--- config.mk ---
export PLATFORM = sky130hd
export DESIGN_NAME = xlat_walker
export DESIGN_NICKNAME = d
export VERILOG_FILES = /design/src/rtl/xw_pkg.sv /design/src/rtl/xw_l1_locate.sv /design/src/rtl/xw_desc_decode.sv /design/src/rtl/xw_walk_ctrl.sv /design/src/rtl/xlat_walker.sv
export SDC_FILE = /design/constraint.sdc
export NUM_CORES = 1
export LEC_CHECK = 0
export BUFFER_PORTS_ARGS = -buffer_cell sky130_fd_sc_hd__clkbuf_2
export CAP_MARGIN = 25
export CORE_MARGIN = 2
export CORE_UTILIZATION = 45
export CTS_CLUSTER_SIZE = 30
export DETAILED_ROUTE_END_ITERATION = 10
export PLACE_DENSITY = 0.74
export RECOVER_POWER = 100
export SETUP_SLACK_MARGIN = 0.1
export SYNTH_ARGS = -nofsm -noshare
export SYNTH_HDL_FRONTEND = slang
export SYNTH_SLANG_ARGS = --single-unit
--- constraint.sdc ---
create_clock -name clk -period 2.15 [get_ports clk]
set_clock_uncertainty 0.1 [all_clocks]
set_input_delay 0.1075 -clock clk [delete_from_list [all_inputs] [get_ports clk]]
set_output_delay 0.1075 -clock clk [all_outputs]
set_load 0.01 [all_outputs]
--- src/rtl/xw_pkg.sv ---
// Shared constants and types for the translation walker.
// Assumes 32-bit addresses and a 32-bit descriptor word.
package xw_pkg;
    localparam int ADDR_W        = 32;
    localparam int SECT_SHIFT    = 20;   // first-level index starts here
    localparam int L2_BASE_SHIFT = 10;   // second-level tables are 1 KiB aligned
    localparam int LARGE_SHIFT   = 16;   // 64 KiB page offset width
    localparam int SMALL_SHIFT   = 12;   // 4 KiB page offset width

    typedef enum logic [1:0] {
        PG_4K  = 2'd0,
        PG_64K = 2'd1,
        PG_1M  = 2'd2
    } pg_size_e;

    typedef enum logic [1:0] {
        ST_IDLE    = 2'd0,
        ST_L1_WAIT = 2'd1,
        ST_L2_WAIT = 2'd2
    } walk_st_e;

    typedef enum logic [1:0] {
        DK_FAULT = 2'd0,
        DK_LEAF  = 2'd1,
        DK_NEXT  = 2'd2
    } desc_kind_e;

    // addr is the physical address for a leaf, the next read address for a
    // table pointer, and zero for a fault
    typedef struct packed {
        desc_kind_e          kind;
        pg_size_e            size;
        logic [ADDR_W-1:0]   addr;
    } desc_res_t;
endpackage

--- src/rtl/xw_l1_locate.sv ---
// First-level locator: checks the virtual address against the configured
// table length and forms the first-level descriptor address.
// Assumes sizes are powers of two from MIN_ENT to MAX_ENT entries, and that
// the size code selects MAX_ENT >> code entries.
module xw_l1_locate
    import xw_pkg::*;
#(
    parameter int MAX_ENT = 2048,
    parameter int MIN_ENT = 32,
    parameter int SEL_W   = 3
) (
    input  logic [ADDR_W-1:0] va_i,
    input  logic [ADDR_W-1:0] base_i,
    input  logic [SEL_W-1:0]  sel_i,
    output logic              in_range_o,
    output logic [ADDR_W-1:0] l1_addr_o
);
    localparam int IDX_W     = ADDR_W - SECT_SHIFT;
    localparam int NSIZES    = $clog2(MAX_ENT) - $clog2(MIN_ENT) + 1;
    localparam int TBL_BYTES = MAX_ENT * 4;

    logic [IDX_W:0]      ent_tab [NSIZES];
    logic [ADDR_W-1:0]   msk_tab [NSIZES];
    logic [IDX_W:0]      ent_sel;
    logic [ADDR_W-1:0]   msk_sel;
    logic                sel_ok;
    logic [IDX_W-1:0]    idx;
    logic [SECT_SHIFT-1:0] unused_va_low;

    // one entry count and base mask per legal size code
    for (genvar g = 0; g < NSIZES; g++) begin : g_size
        assign ent_tab[g] = (IDX_W+1)'(MAX_ENT >> g);
        assign msk_tab[g] = ~(ADDR_W'(TBL_BYTES >> g) - ADDR_W'(1));
    end

    // pick the entry count and mask for the requested size code
    always_comb begin
        ent_sel = '0;
        msk_sel = '0;
        sel_ok  = 1'b0;
        for (int k = 0; k < NSIZES; k++) begin
            if (sel_i == SEL_W'(k)) begin
                ent_sel = ent_tab[k];
                msk_sel = msk_tab[k];
                sel_ok  = 1'b1;
            end
        end
    end

    assign idx           = va_i[ADDR_W-1:SECT_SHIFT];
    assign unused_va_low = va_i[SECT_SHIFT-1:0];

    // range check and address formation
    always_comb begin
        in_range_o = sel_ok && ({1'b0, idx} < ent_sel);
        l1_addr_o  = (base_i & msk_sel) | (ADDR_W'(idx) << 2);
    end
endmodule

--- src/rtl/xw_desc_decode.sv ---
// Descriptor decoder for one table level, chosen by LEVEL (1 or 2).
// Level 1: 2'b10 section, 2'b01 pointer to a second-level table.
// Level 2: 2'b10 small page, 2'b01 large page. Anything else faults.
// Purely combinational; assumes desc_i is the word fetched for va_i.
module xw_desc_decode
    import xw_pkg::*;
#(
    parameter int LEVEL = 1
) (
    input  logic [ADDR_W-1:0] desc_i,
    input  logic [ADDR_W-1:0] va_i,
    output desc_res_t         res_o
);
    localparam desc_res_t FAULT_RES = '{kind: DK_FAULT, size: PG_4K, addr: '0};

    if (LEVEL == 1) begin : g_lvl1
        logic [ADDR_W+7:0] unused_l1;
        assign unused_l1 = {desc_i[L2_BASE_SHIFT-1:2], va_i};

        // section leaf or pointer to the second level
        always_comb begin
            unique case (desc_i[1:0])
                2'b10:   res_o = '{kind: DK_LEAF, size: PG_1M,
                                   addr: {desc_i[ADDR_W-1:SECT_SHIFT],
                                          va_i[SECT_SHIFT-1:0]}};
                2'b01:   res_o = '{kind: DK_NEXT, size: PG_4K,
                                   addr: {desc_i[ADDR_W-1:L2_BASE_SHIFT],
                                          va_i[SECT_SHIFT-1:SMALL_SHIFT], 2'b00}};
                default: res_o = FAULT_RES;
            endcase
        end
    end else begin : g_lvl2
        logic [ADDR_W-1:0] unused_l2;
        assign unused_l2 = {desc_i[SMALL_SHIFT-1:2], va_i[ADDR_W-1:SECT_SHIFT],
                            va_i[SECT_SHIFT-1:SECT_SHIFT-2]};

        // small or large page leaf
        always_comb begin
            unique case (desc_i[1:0])
                2'b10:   res_o = '{kind: DK_LEAF, size: PG_4K,
                                   addr: {desc_i[ADDR_W-1:SMALL_SHIFT],
                                          va_i[SMALL_SHIFT-1:0]}};
                2'b01:   res_o = '{kind: DK_LEAF, size: PG_64K,
                                   addr: {desc_i[ADDR_W-1:LARGE_SHIFT],
                                          va_i[LARGE_SHIFT-1:0]}};
                default: res_o = FAULT_RES;
            endcase
        end
    end
endmodule

--- src/rtl/xw_walk_ctrl.sv ---
// Walk sequencer: accepts one lookup, issues at most two single-cycle word
// reads, and emits a one-cycle completion pulse with the result.
// Assumes memory answers every read exactly once; answers arriving while
// idle are ignored.
module xw_walk_ctrl
    import xw_pkg::*;
(
    input  logic              clk,
    input  logic              rst_n,
    input  logic              req_valid_i,
    input  logic [ADDR_W-1:0] req_va_i,
    input  logic              in_range_i,
    input  logic [ADDR_W-1:0] l1_addr_i,
    input  desc_res_t         l1_res_i,
    input  desc_res_t         l2_res_i,
    input  logic              mem_rvalid_i,
    output logic              req_ready_o,
    output logic [ADDR_W-1:0] walk_va_o,
    output logic              mem_req_o,
    output logic [ADDR_W-1:0] mem_addr_o,
    output logic              done_o,
    output logic [ADDR_W-1:0] done_pa_o,
    output logic              done_fault_o,
    output logic [1:0]        done_size_o
);
    localparam desc_res_t FAULT_RES = '{kind: DK_FAULT, size: PG_4K, addr: '0};

    walk_st_e  state;
    logic      fin_go;
    desc_res_t fin_res;

    assign req_ready_o = (state == ST_IDLE);

    // decide whether this cycle ends the walk and with which result
    always_comb begin
        fin_go  = 1'b0;
        fin_res = FAULT_RES;
        unique case (state)
            ST_IDLE: begin
                if (req_valid_i && !in_range_i) fin_go = 1'b1;
            end
            ST_L1_WAIT: begin
                if (mem_rvalid_i && l1_res_i.kind != DK_NEXT) begin
                    fin_go  = 1'b1;
                    fin_res = l1_res_i;
                end
            end
            ST_L2_WAIT: begin
                if (mem_rvalid_i) begin
                    fin_go  = 1'b1;
                    fin_res = l2_res_i;
                end
            end
            default: fin_go = 1'b0;
        endcase
    end

    // state, read request and result registers
    always_ff @(posedge clk) begin
        if (!rst_n) begin
            state        <= ST_IDLE;
            walk_va_o    <= '0;
            mem_req_o    <= 1'b0;
            mem_addr_o   <= '0;
            done_o       <= 1'b0;
            done_pa_o    <= '0;
            done_fault_o <= 1'b0;
            done_size_o  <= 2'd0;
        end else begin
            mem_req_o <= 1'b0;
            done_o    <= 1'b0;
            unique case (state)
                ST_IDLE: begin
                    if (req_valid_i) begin
                        walk_va_o <= req_va_i;
                        if (in_range_i) begin
                            mem_req_o  <= 1'b1;
                            mem_addr_o <= l1_addr_i;
                            state      <= ST_L1_WAIT;
                        end
                    end
                end
                ST_L1_WAIT: begin
                    if (mem_rvalid_i) begin
                        if (l1_res_i.kind == DK_NEXT) begin
                            mem_req_o  <= 1'b1;
                            mem_addr_o <= l1_res_i.addr;
                            state      <= ST_L2_WAIT;
                        end else begin
                            state <= ST_IDLE;
                        end
                    end
                end
                ST_L2_WAIT: begin
                    if (mem_rvalid_i) state <= ST_IDLE;
                end
                default: state <= ST_IDLE;
            endcase
            if (fin_go) begin
                done_o       <= 1'b1;
                done_fault_o <= (fin_res.kind != DK_LEAF);
                done_pa_o    <= (fin_res.kind == DK_LEAF) ? fin_res.addr : '0;
                done_size_o  <= (fin_res.kind == DK_LEAF) ? fin_res.size : PG_4K;
            end
        end
    end
endmodule

--- src/rtl/xlat_walker.sv ---
// Top of the two-level translation walker. Wires the first-level locator,
// one decoder per level and the walk sequencer. The read port carries one
// outstanding word read; rdata is only looked at together with rvalid.
module xlat_walker
    import xw_pkg::*;
#(
    parameter int MAX_ENT = 2048,
    parameter int MIN_ENT = 32,
    parameter int SEL_W   = 3
) (
    input  logic              clk,
    input  logic              rst_n,
    input  logic              req_valid,
    output logic              req_ready,
    input  logic [31:0]       req_va,
    input  logic [31:0]       req_base,
    input  logic [SEL_W-1:0]  req_sel,
    output logic              mem_req,
    output logic [31:0]       mem_addr,
    input  logic              mem_rvalid,
    input  logic [31:0]       mem_rdata,
    output logic              done,
    output logic [31:0]       done_pa,
    output logic              done_fault,
    output logic [1:0]        done_size
);
    logic              in_range;
    logic [ADDR_W-1:0] l1_addr;
    logic [ADDR_W-1:0] walk_va;
    desc_res_t         l1_res;
    desc_res_t         l2_res;

    xw_l1_locate #(.MAX_ENT(MAX_ENT), .MIN_ENT(MIN_ENT), .SEL_W(SEL_W)) u_locate (
        .va_i       (req_va),
        .base_i     (req_base),
        .sel_i      (req_sel),
        .in_range_o (in_range),
        .l1_addr_o  (l1_addr)
    );

    xw_desc_decode #(.LEVEL(1)) u_dec_l1 (
        .desc_i (mem_rdata),
        .va_i   (walk_va),
        .res_o  (l1_res)
    );

    xw_desc_decode #(.LEVEL(2)) u_dec_l2 (
        .desc_i (mem_rdata),
        .va_i   (walk_va),
        .res_o  (l2_res)
    );

    xw_walk_ctrl u_ctrl (
        .clk          (clk),
        .rst_n        (rst_n),
        .req_valid_i  (req_valid),
        .req_va_i     (req_va),
        .in_range_i   (in_range),
        .l1_addr_i    (l1_addr),
        .l1_res_i     (l1_res),
        .l2_res_i     (l2_res),
        .mem_rvalid_i (mem_rvalid),
        .req_ready_o  (req_ready),
        .walk_va_o    (walk_va),
        .mem_req_o    (mem_req),
        .mem_addr_o   (mem_addr),
        .done_o       (done),
        .done_pa_o    (done_pa),
        .done_fault_o (done_fault),
        .done_size_o  (done_size)
    );
endmodule

==> results of run 1 <==
## power breakdown
group	total, W	leakage [nW]	switching (W)	internal (W)
clock	0.00111	0.0890	0.000669	0.000438
sequential	0.00214	0.741	0.000183	0.00195
combinational	0.00253	1.85	0.00134	0.00119
total	0.00577	2.68	0.00219	0.00358
## cell type report
| cell class | instances | area share (%) |
|---|---|---|
| sequential | 91 | 28.7 |
| clock buffer | 9 | 1.95 |
| clock inverter | 7 | 0.986 |
| tap | 136 | 2.68 |
| multi-input combinational | 385 | 42.7 |
| timing repair buffer | 231 | 22.6 |
| inverter | 6 | 0.355 |
## cell usage after synthesis, types with 10 or more instances
library cell	instances
nand2_1	130
dfxtp_1	91
mux2i_1	43
a22o_1	35
clkbuf_1	28
a22oi_1	22
a21boi_0	20
nor2_1	18
a32o_1	14
ha_1	14
nand3_1	12
buf_2	10
## per-layer routing
layer | GRT usage (%) | vias up | part of all wire, %
li1 | - | 2287 | -
met1 | 33.1 | 2243 | 44
met2 | 39.7 | 182 | 47
met3 | 4.72 | 24 | 7.0
met4 | 8.83 | 0 | 2.3
met5 | 0 | - | 0
## registers in the layout, summed over array words and instances (netlist names)
signal,cells
u_ctrl.done_o,1
u_ctrl.mem_addr_o,32
u_ctrl.done_fault_o,1
u_ctrl.done_size_o,2
u_ctrl.done_pa_o,32
u_ctrl.state,2
u_ctrl.mem_req_o,1
u_ctrl.walk_va_o,20
## cells by family (layout without fill, tap and decap cells)
| group | Yosys count | in the layout | synth area share [%] |
|---|---|---|---|
| adder cells (fa/ha/maj) | 14 | 14 | 3.73 |
| AO/OA/AOI/OAI | 134 | 134 | 23.7 |
| flip-flops | 91 | 91 | 38.8 |
| buffers and inverters | 51 | 253 | 5.62 |
| AND/OR/NAND/NOR | 187 | 187 | 17.4 |
| multiplexers | 48 | 48 | 10.4 |
| XOR/XNOR | 2 | 2 | 0.373 |
## timing repair
action                                  CTS  global route
gates cloned                              0             2
endpoints found under the hold margin    34             0
resized for setup                         2             8
buffers inserted                          0             1
endpoints found under the setup margin   38            63
hold buffers                             34             0
pin swaps                                 0             0
## worst paths after layout
check	startpoint	to	slack [ps]	cells after the start
worst max register to register	u_ctrl.state[0]$_SDFFE_PN0P_	u_ctrl.mem_addr_o[27]$_SDFFE_PN0P_	120	9
worst max-delay path	u_ctrl.state[0]$_SDFFE_PN0P_	u_ctrl.mem_addr_o[27]$_SDFFE_PN0P_	120	9
worst min-delay path	req_base[17]	u_ctrl.mem_addr_o[17]$_SDFFE_PN0P_	2	4
worst min register to register	u_ctrl.done_pa_o[0]$_SDFFE_PN0P_	u_ctrl.done_pa_o[0]$_SDFFE_PN0P_	360	2
## stage by stage
| stage | instances | TNS (ps) | hold WS [ps] |
|---|---|---|---|
| after floorplan | 527 | -236 | 140 |
| after global placement | 812 | -1590 | 242 |
| after detailed placement | 812 | -4810 | 246 |
| after CTS | 862 | 0 | 0.940 |
| after global routing | 865 | 0 | 4.84 |
| final | 865 | 0 | 2.09 |
## tightest hold or removal path, delay by kind of cell
kind | cells | cell delay (ps)
simple gates | 1 | 70
compound gates | 1 | 110
buf+inv | 1 | 80
mux | 1 | 60
## cell usage in the layout (no fill, tap or decap), types with 4 or more instances in the layout
| cell | count |
|---|---|
| nand3_1 | 11 |
| inv_1 | 6 |
| dfxtp_1 | 90 |
| dlygate4sd3_1 | 34 |
| mux2_2 | 5 |
| o21ai_0 | 6 |
| buf_4 | 30 |
| nand2_1 | 129 |
| mux2i_1 | 42 |
| nor2_1 | 15 |
| ha_1 | 11 |
| clkbuf_2 | 89 |
| o31ai_1 | 5 |
| a21oi_1 | 4 |
| o2bb2ai_1 | 4 |
| buf_12 | 5 |
| a22o_1 | 35 |
| clkbuf_8 | 9 |
| a22oi_1 | 22 |
| clkbuf_1 | 70 |
| a21boi_0 | 20 |
| a32o_1 | 14 |
==> flow_summary.json, run 1 <==
{
  "total_power_w": 0.00577,
  "multi_input_area_sq_um": 2710,
  "finalWirelength_um": 14600,
  "io_buffers": 157,
  "ff_latch_area_sq_um": 1820,
  "synthCells": 527,
  "maxCapViolCount": 0,
  "rsz0062_at_grt": "true",
  "worst_ep_arrival_time_ps": 2220,
  "nFillCells": 919,
  "vias": 4736,
  "netlist_area_sq_um": 4700,
  "rows": 37,
  "period_share_pct": 94.2,
  "grt_max_degree": 50,
  "post-place-ws_ps": -139,
  "grt_pass1_vias": 4458,
  "synth-edff-count": 0,
  "wl_per_cell_um": 16.9,
  "place_area_sq_um": 5820,
  "finalInstanceArea_sq_um": 6340,
  "start_kind": "register",
  "drv_slew": 0,
  "first_pass_iters": 5,
  "hp-class": "input port to register",
  "syn_to_final_growth_pct": 35.0,
  "core-area_sq_um": 10200,
  "avgSynthCellArea_sq_um": 8.91,
  "ios": 173,
  "diodes": 0,
  "ctsLongestPathBuffers": 2,
  "slowest_delay_ps": 400,
  "crit_type": "register to register",
  "ys.flop_type": "dfxtp_1",
  "antenna_found_initial": 0,
  "utilization_pct": 62.0,
  "powerDensity_nw_per_um2": 910,
  "min_period_ps": 2030,
  "yosys_warnings": 0,
  "cp_max_fo": 14,
  "ir_worst_vdd_mv": 0.479,
  "critical-path-slowest-cell": "dfxtp_2",
  "die_x_um": 106,
  "root_buffer": "clkbuf_8",
  "crit_chain": "inv_1, ha_1, nor2_1, a21oi_2, nor2b_1, a41oi_4, buf_12, clkbuf_16, mux2i_1",
  "p_leak_nw": 2.68,
  "synth_area_leaders": "dfxtp_1 (39%), nand2_1 (10%), mux2i_1 (9.2%)",
  "status": "completed",
  "cp_top_family": "buffers and inverters",
  "cts_buffers": 9,
  "synth-async-reset-ratio_pct": 0,
  "cts.sinks": 91,
  "grt_pass1_wl_um": 21900,
  "drive_above_1_share_pct": 23.6,
  "fmax_ghz": 0.494,
  "synth-seq-cells": 91,
  "yosys.area.top_type": "dfxtp_1",
  "critPathRequiredTime_ps": 2340,
  "setup_slack_ps": 125,
  "clk-insertion-delay-late_ps": 370,
  "ys_seq_area_share_pct": 38.8,
  "route.detailed.drc": 0,
  "crit_buf_inv": 3,
  "relSlewSlack_pct": 51.5,
  "dieArea_sq_um": 11300,
  "final-hold-violation-count": 0,
  "ant_nets": 0,
  "syn_nets": 644,
  "place_congestion": 0.884,
  "synth_top_area_share_pct": 38.8,
  "worstSetupEndpointType": "register",
  "gr-usage-all-layers_pct": 24.7,
  "tritoncts": "built",
  "tightest_slew_ps": 727,
  "nets": 841,
  "ctsHtreeMaxLevel": 3,
  "path_clk_slew_ps": 100,
  "dp.final_hpwl_um": 10600,
  "fp.dieH_um": 106,
  "final-setup-viol-count": 0,
  "avgViaCountPerCell": 5.48,
  "drt-initial-drc-count": 328,
  "overflow": 0,
  "netlist-cell-type-count": 53,
  "start_util_pct": 45.9
}
Note: power is estimated with default switching activity, not from simulation.
==> run 2: changes to the inputs <==
REMOVE_ABC_BUFFERS = 1   (was not set)
==> run 2 against run 1 <==
  * Via count rose by 3.8%
  * Register-to-register slack improved by 20 ps
  * Core utilization grew 2.0 points
  * Sequential power barely moved
  * Design area up 3.2%
  * Clock power rose by 18%
  * Sequential cell count stayed put
  * Worst setup slack improved by 9.8 ps
  * Highest routed layer unchanged
  * Worst hold slack improved by 14 ps
  * First-iteration DRC count rose by 12%
==> flow_summary.json, run 2 (synthesized netlist as in run 1, its figures left out) <==
{
  "rsz0062_at_grt": "false",
  "combPwrFrac_pct": 44.9,
  "hp-class": "input port to register",
  "drt-initial-drc-count": 367,
  "dp.final_hpwl_um": 10300,
  "start_util_pct": 45.9,
  "fin_tns_setup_ps": 0,
  "holdWs_ps": 16.4,
  "worst_ep_arrival_time_ps": 2200,
  "drive_above_1_share_pct": 25.0,
  "syn_to_final_growth_pct": 39.4,
  "avgViaCountPerCell": 5.59,
  "ff2ff_path_depth": 8,
  "worstSetupStartpoint": "req_sel[2]",
  "gr-usage-all-layers_pct": 25.8,
  "multi_input_area_sq_um": 2730,
  "core-area_sq_um": 10200,
  "nets": 855,
  "critPathRequiredTime_ps": 2330,
  "ff_latch_area_sq_um": 1830,
  "die_x_um": 106,
  "largestRegisters": "u_ctrl.done_pa_o x32, u_ctrl.mem_addr_o x32, u_ctrl.walk_va_o x20",
  "first_pass_iters": 5,
  "root_buffer": "clkbuf_8",
  "grt_max_degree": 48,
  "min_period_ps": 2020,
  "status": "completed",
  "p_leak_nw": 2.80,
  "vias": 4915,
  "cp_max_fo": 6,
  "grt_pass1_vias": 4859,
  "crit_type": "input port to register",
  "fmax_ghz": 0.496,
  "slowest_delay_ps": 400,
  "dieArea_sq_um": 11300,
  "period_share_pct": 93.7,
  "regToRegSetupSlack_ps": 140,
  "start_kind": "input port",
  "final_cell_mix": "nand2_1 (130), dfxtp_1 (89), clkbuf_2 (86), clkbuf_1 (72), mux2i_1 (43)",
  "place_area_sq_um": 5800,
  "wl_per_cell_um": 17.6,
  "p_int_w": 0.00399,
  "antenna_found_initial": 0,
  "worstSetupEndpointType": "register",
  "io_buffers": 157,
  "crit_chain": "clkbuf_2, or3b_4, ha_4, nand3_1, o22ai_2, buf_4, o21bai_4, a41oi_4, buf_12, clkbuf_16, mux2i_1",
  "finalWirelength_um": 15500,
  "maxCapViolCount": 0,
  "p_sw_w": 0.00225,
  "place_congestion": 0.898,
  "rr_endpoint": "u_ctrl.done_pa_o[9]$_SDFFE_PN0P_",
  "endpoint": "u_ctrl.mem_addr_o[17]$_SDFFE_PN0P_",
  "relSlewSlack_pct": 57.2,
  "tritoncts": "built",
  "grt_pass1_wl_um": 23200,
  "nFillCells": 880,
  "finalInstanceArea_sq_um": 6550,
  "ctsLongestPathBuffers": 2,
  "critical-path-slowest-cell": "or3b_4",
  "cts.sinks": 91,
  "clk-insertion-delay-late_ps": 350,
  "path_clk_slew_ps": 80,
  "ant_nets": 0,
  "p_sw_share_pct": 36.1,
  "route.detailed.drc": 0,
  "power_frac_clock_pct": 21.0,
  "rows": 37,
  "power_frac_seq_pct": 34.1,
  "fp.dieH_um": 106,
  "powerDensity_nw_per_um2": 953,
  "final-setup-viol-count": 0,
  "layout_commonest_cell": "nand2_1",
  "overflow": 0,
  "tightest_slew_ps": 641,
  "diodes": 0,
  "cts_buffers": 9,
  "ctsHtreeMaxLevel": 3,
  "drv_slew": 0,
  "ir_worst_vdd_mv": 0.457,
  "reg2reg_from": "u_ctrl.state[0]$_SDFFE_PN0P_",
  "ios": 173,
  "final-hold-violation-count": 0
}
-- run 2: metrics by stage --
step | utilization, % | worst slack (ps) | instances | power (W)
3_3_place_gp | 56.7 | -125 | 820 | 0.00441
3_5_place_dp | 56.7 | -207 | 820 | 0.00449
4_1_cts | 62.2 | 70.8 | 869 | 0.00583
6_report | 64.0 | 134 | 879 | 0.00624
5_1_grt | 64.0 | 63.3 | 879 | 0.00656
2_1_floorplan | - | -677 | 482 | 0.00350
-- run 2: worst min-delay path by stage --
stage	start	end	slack, ps	cells past startpoint
after floorplan	rst_n	u_ctrl.done_o$_SDFF_PN0_	130	1
after global placement	req_va[16]	u_ctrl.walk_va_o[16]$_SDFFE_PN0P_	240	3
after detailed placement	mem_rdata[25]	u_ctrl.done_pa_o[25]$_SDFFE_PN0P_	250	2
after CTS	req_base[19]	u_ctrl.mem_addr_o[19]$_SDFFE_PN0P_	10	4
after global routing	req_base[19]	u_ctrl.mem_addr_o[19]$_SDFFE_PN0P_	20	4
final	req_base[19]	u_ctrl.mem_addr_o[19]$_SDFFE_PN0P_	20	4
-- run 2: area by class of cell --
cell class	count	area share, %
flip-flops and latches	91	27.9
clock inverters	6	1.34
clock buffers	10	2.10
repair buffers	245	24.1
well taps	136	2.60
inverters	6	0.344
multi-input cells	385	41.6
-- run 2: power groups by stage --
stage	clock (W)	combinational (W)	sequential [W]
finish	0.00131	0.00280	0.00213
global route	0.00141	0.00299	0.00216
global placement	0	0.00228	0.00213
detailed placement	0	0.00234	0.00215
floorplan	0	0.00128	0.00222
CTS	0.00132	0.00239	0.00212
-- run 2: critical path, delay by kind of cell --
| kind | cells | cell delay, ps |
|---|---|---|
| buffers and inverters | 4 | 610 |
| muxes | 1 | 180 |
| and+or+nand+nor | 2 | 490 |
| AOI/OAI and AO/OA | 3 | 520 |
| adders and majority gates | 1 | 280 |
-- run 2: repair_timing --
action,in CTS,in global routing
gates resized for setup,1,30
pin swaps,0,7
hold buffers,33,0
setup endpoints to repair,51,68
buffers inserted,0,3
gates cloned,0,7
endpoints found under the hold margin,33,0
-- run 2: per-layer routing --
layer	vias up	GRT usage, %	wire length (um)
met3	45	3.37	1070
met4	0	11.7	470
met5	-	0	0
met2	243	45.2	7700
met1	2305	31.4	6210
li1	2322	-	-
==> run 3: changes to the inputs <==
CAP_MARGIN = 20   (was 25)
PLACE_DENSITY = 0.78   (was 0.74)
==> run 3 against run 2 <==
  * Worst hold slack better by 1.4 ps
  * Largest cell class unchanged
  * Sequential power about the same
  * Largest power group unchanged
  * Power is 1.4% lower
  * Core utilization down 1.2 points
  * Critical path type is now register to register
==> flow_summary.json, run 3 (synthesized netlist as in run 1, its figures left out) <==
{
  "cts.sinks": 91,
  "core-area_sq_um": 10200,
  "ant_nets": 0,
  "hp-class": "input port to register",
  "tightest_slew_ps": 575,
  "grt_pass1_wl_um": 23100,
  "routed-wl-met3_um": 1140,
  "status": "completed",
  "utilization_pct": 62.8,
  "grt_pass1_vias": 4874,
  "ios": 173,
  "cp_max_fo": 6,
  "drv_slew": 0,
  "total_power_w": 0.00615,
  "dp.final_hpwl_um": 10300,
  "wl_per_cell_um": 17.2,
  "path_clk_slew_ps": 90,
  "placed_cells": 815,
  "dieArea_sq_um": 11300,
  "gr-usage-all-layers_pct": 25.6,
  "layout_commonest_cell": "nand2_1",
  "nFillCells": 865,
  "drt-initial-drc-count": 356,
  "avgViaCountPerCell": 5.66,
  "worst_ep_arrival_time_ps": 2260,
  "clk-insertion-delay-late_ps": 360,
  "tritoncts": "built",
  "root_buffer": "clkbuf_8",
  "drive_above_1_share_pct": 23.4,
  "fp.dieH_um": 106,
  "final-setup-viol-count": 0,
  "nets": 850,
  "rows": 37,
  "place_congestion": 0.861,
  "layout.cells.non_filler": 874,
  "die_x_um": 106,
  "p_leak_nw": 2.74,
  "largestRegisters": "u_ctrl.done_pa_o x32, u_ctrl.mem_addr_o x32, u_ctrl.walk_va_o x20",
  "finalWirelength_um": 15000,
  "first_pass_iters": 6,
  "antenna_found_initial": 0,
  "min_period_ps": 2070,
  "start_kind": "register",
  "ir_worst_vdd_mv": 0.399,
  "fmax_ghz": 0.483,
  "final_cell_mix": "nand2_1 (130), dfxtp_1 (89), clkbuf_2 (86), clkbuf_1 (71), mux2i_1 (42)",
  "diodes": 0,
  "cts_buffers": 9,
  "io_buffers": 157,
  "maxCapViolCount": 0,
  "m1WireLength_um": 6060,
  "overflow": 0,
  "period_share_pct": 96.3,
  "final-hold-violation-count": 0,
  "wl_met2_um": 7420,
  "start_util_pct": 45.9,
  "vias": 4943,
  "relSlewSlack_pct": 61.7,
  "powerDensity_nw_per_um2": 957,
  "route.detailed.drc": 0,
  "grt_max_degree": 47,
  "maxUsedRoutingLayer": "met4",
  "fin_tns_setup_ps": 0,
  "crit_type": "register to register",
  "rsz0062_at_grt": "true",
  "ctsLongestPathBuffers": 2,
  "worstSetupEndpointType": "register",
  "syn_to_final_growth_pct": 36.8,
  "ctsHtreeMaxLevel": 3,
  "holdWs_ps": 17.7,
  "critPathRequiredTime_ps": 2340
}
[run 3: cell types whose count changed in the layout (fill, tap and decap cells not counted), sizes merged]
cell | before | now
buf | 50 | 44
inv | 7 | 8
clkinv | 3 | 2
dlygate4sd3 | 33 | 37
clkbuf | 172 | 169
[run 3: timing repair]
action                                  CTS  global route
hold endpoints to repair                 37             0
endpoints found under the setup margin   58            61
gates resized for setup                   5            13
hold buffers                             37             0
cloned                                    1             3
buffers inserted                          0             2
pin swaps                                 0             2
[run 3: path summary, 6_finish.rpt]
path / cells after the start / slack [ps] / end / start
setup / recovery: 9 / 80 / u_ctrl.mem_addr_o[14]$_SDFFE_PN0P_ / u_ctrl.state[0]$_SDFFE_PN0P_
hold / removal: 3 / 20 / u_ctrl.mem_addr_o[11]$_SDFFE_PN0P_ / req_va[29]
setup reg to reg: 9 / 80 / u_ctrl.mem_addr_o[14]$_SDFFE_PN0P_ / u_ctrl.state[0]$_SDFFE_PN0P_
hold reg to reg: 2 / 360 / u_ctrl.mem_addr_o[5]$_SDFFE_PN0P_ / u_ctrl.mem_addr_o[5]$_SDFFE_PN0P_
[run 3: worst max-delay path, cell delays in order, from the launching register on]
cell and delay (ps):
dfxtp_2 390, inv_1 90, ha_1 270, nor2_1 180, a21oi_2 80, nor2b_1 170
a41oi_4 200, buf_12 170, clkbuf_16 160, mux2i_1 200
[run 3: layout make-up]
cell class | instances | area [sq um] | share of cell area, %
Multi-Input combinational cell | 385 | 2660 | 41.4
Sequential cell | 91 | 1820 | 28.4
Timing Repair Buffer | 240 | 1520 | 23.6
Tap cell | 136 | 170 | 2.65
Clock buffer | 10 | 138 | 2.14
Clock inverter | 6 | 95.1 | 1.48
Inverter | 6 | 22.5 | 0.350
[run 3: per-layer routing]
metal	vias up	global-route usage, %
met1	2343	31.6
met3	51	3.07
met2	240	44.6
met5	-	0
li1	2309	-
met4	0	11.7
[run 3: stage by stage]
step                setup slack, ps  cell area [sq um]
finish                         80.2               6430
global route                   27.7               6430
CTS                            84.5               6390
detailed placement             -201               5760
global placement               -126               5760
floorplan                      -677               4460
[run 3: power breakdown]
part | leakage, nW | internal, W | switching [W]
Combinational | 1.88 | 0.00126 | 0.00142
Sequential | 0.741 | 0.00195 | 0.000168
Clock | 0.117 | 0.000699 | 0.000653
Total | 2.74 | 0.00391 | 0.00224
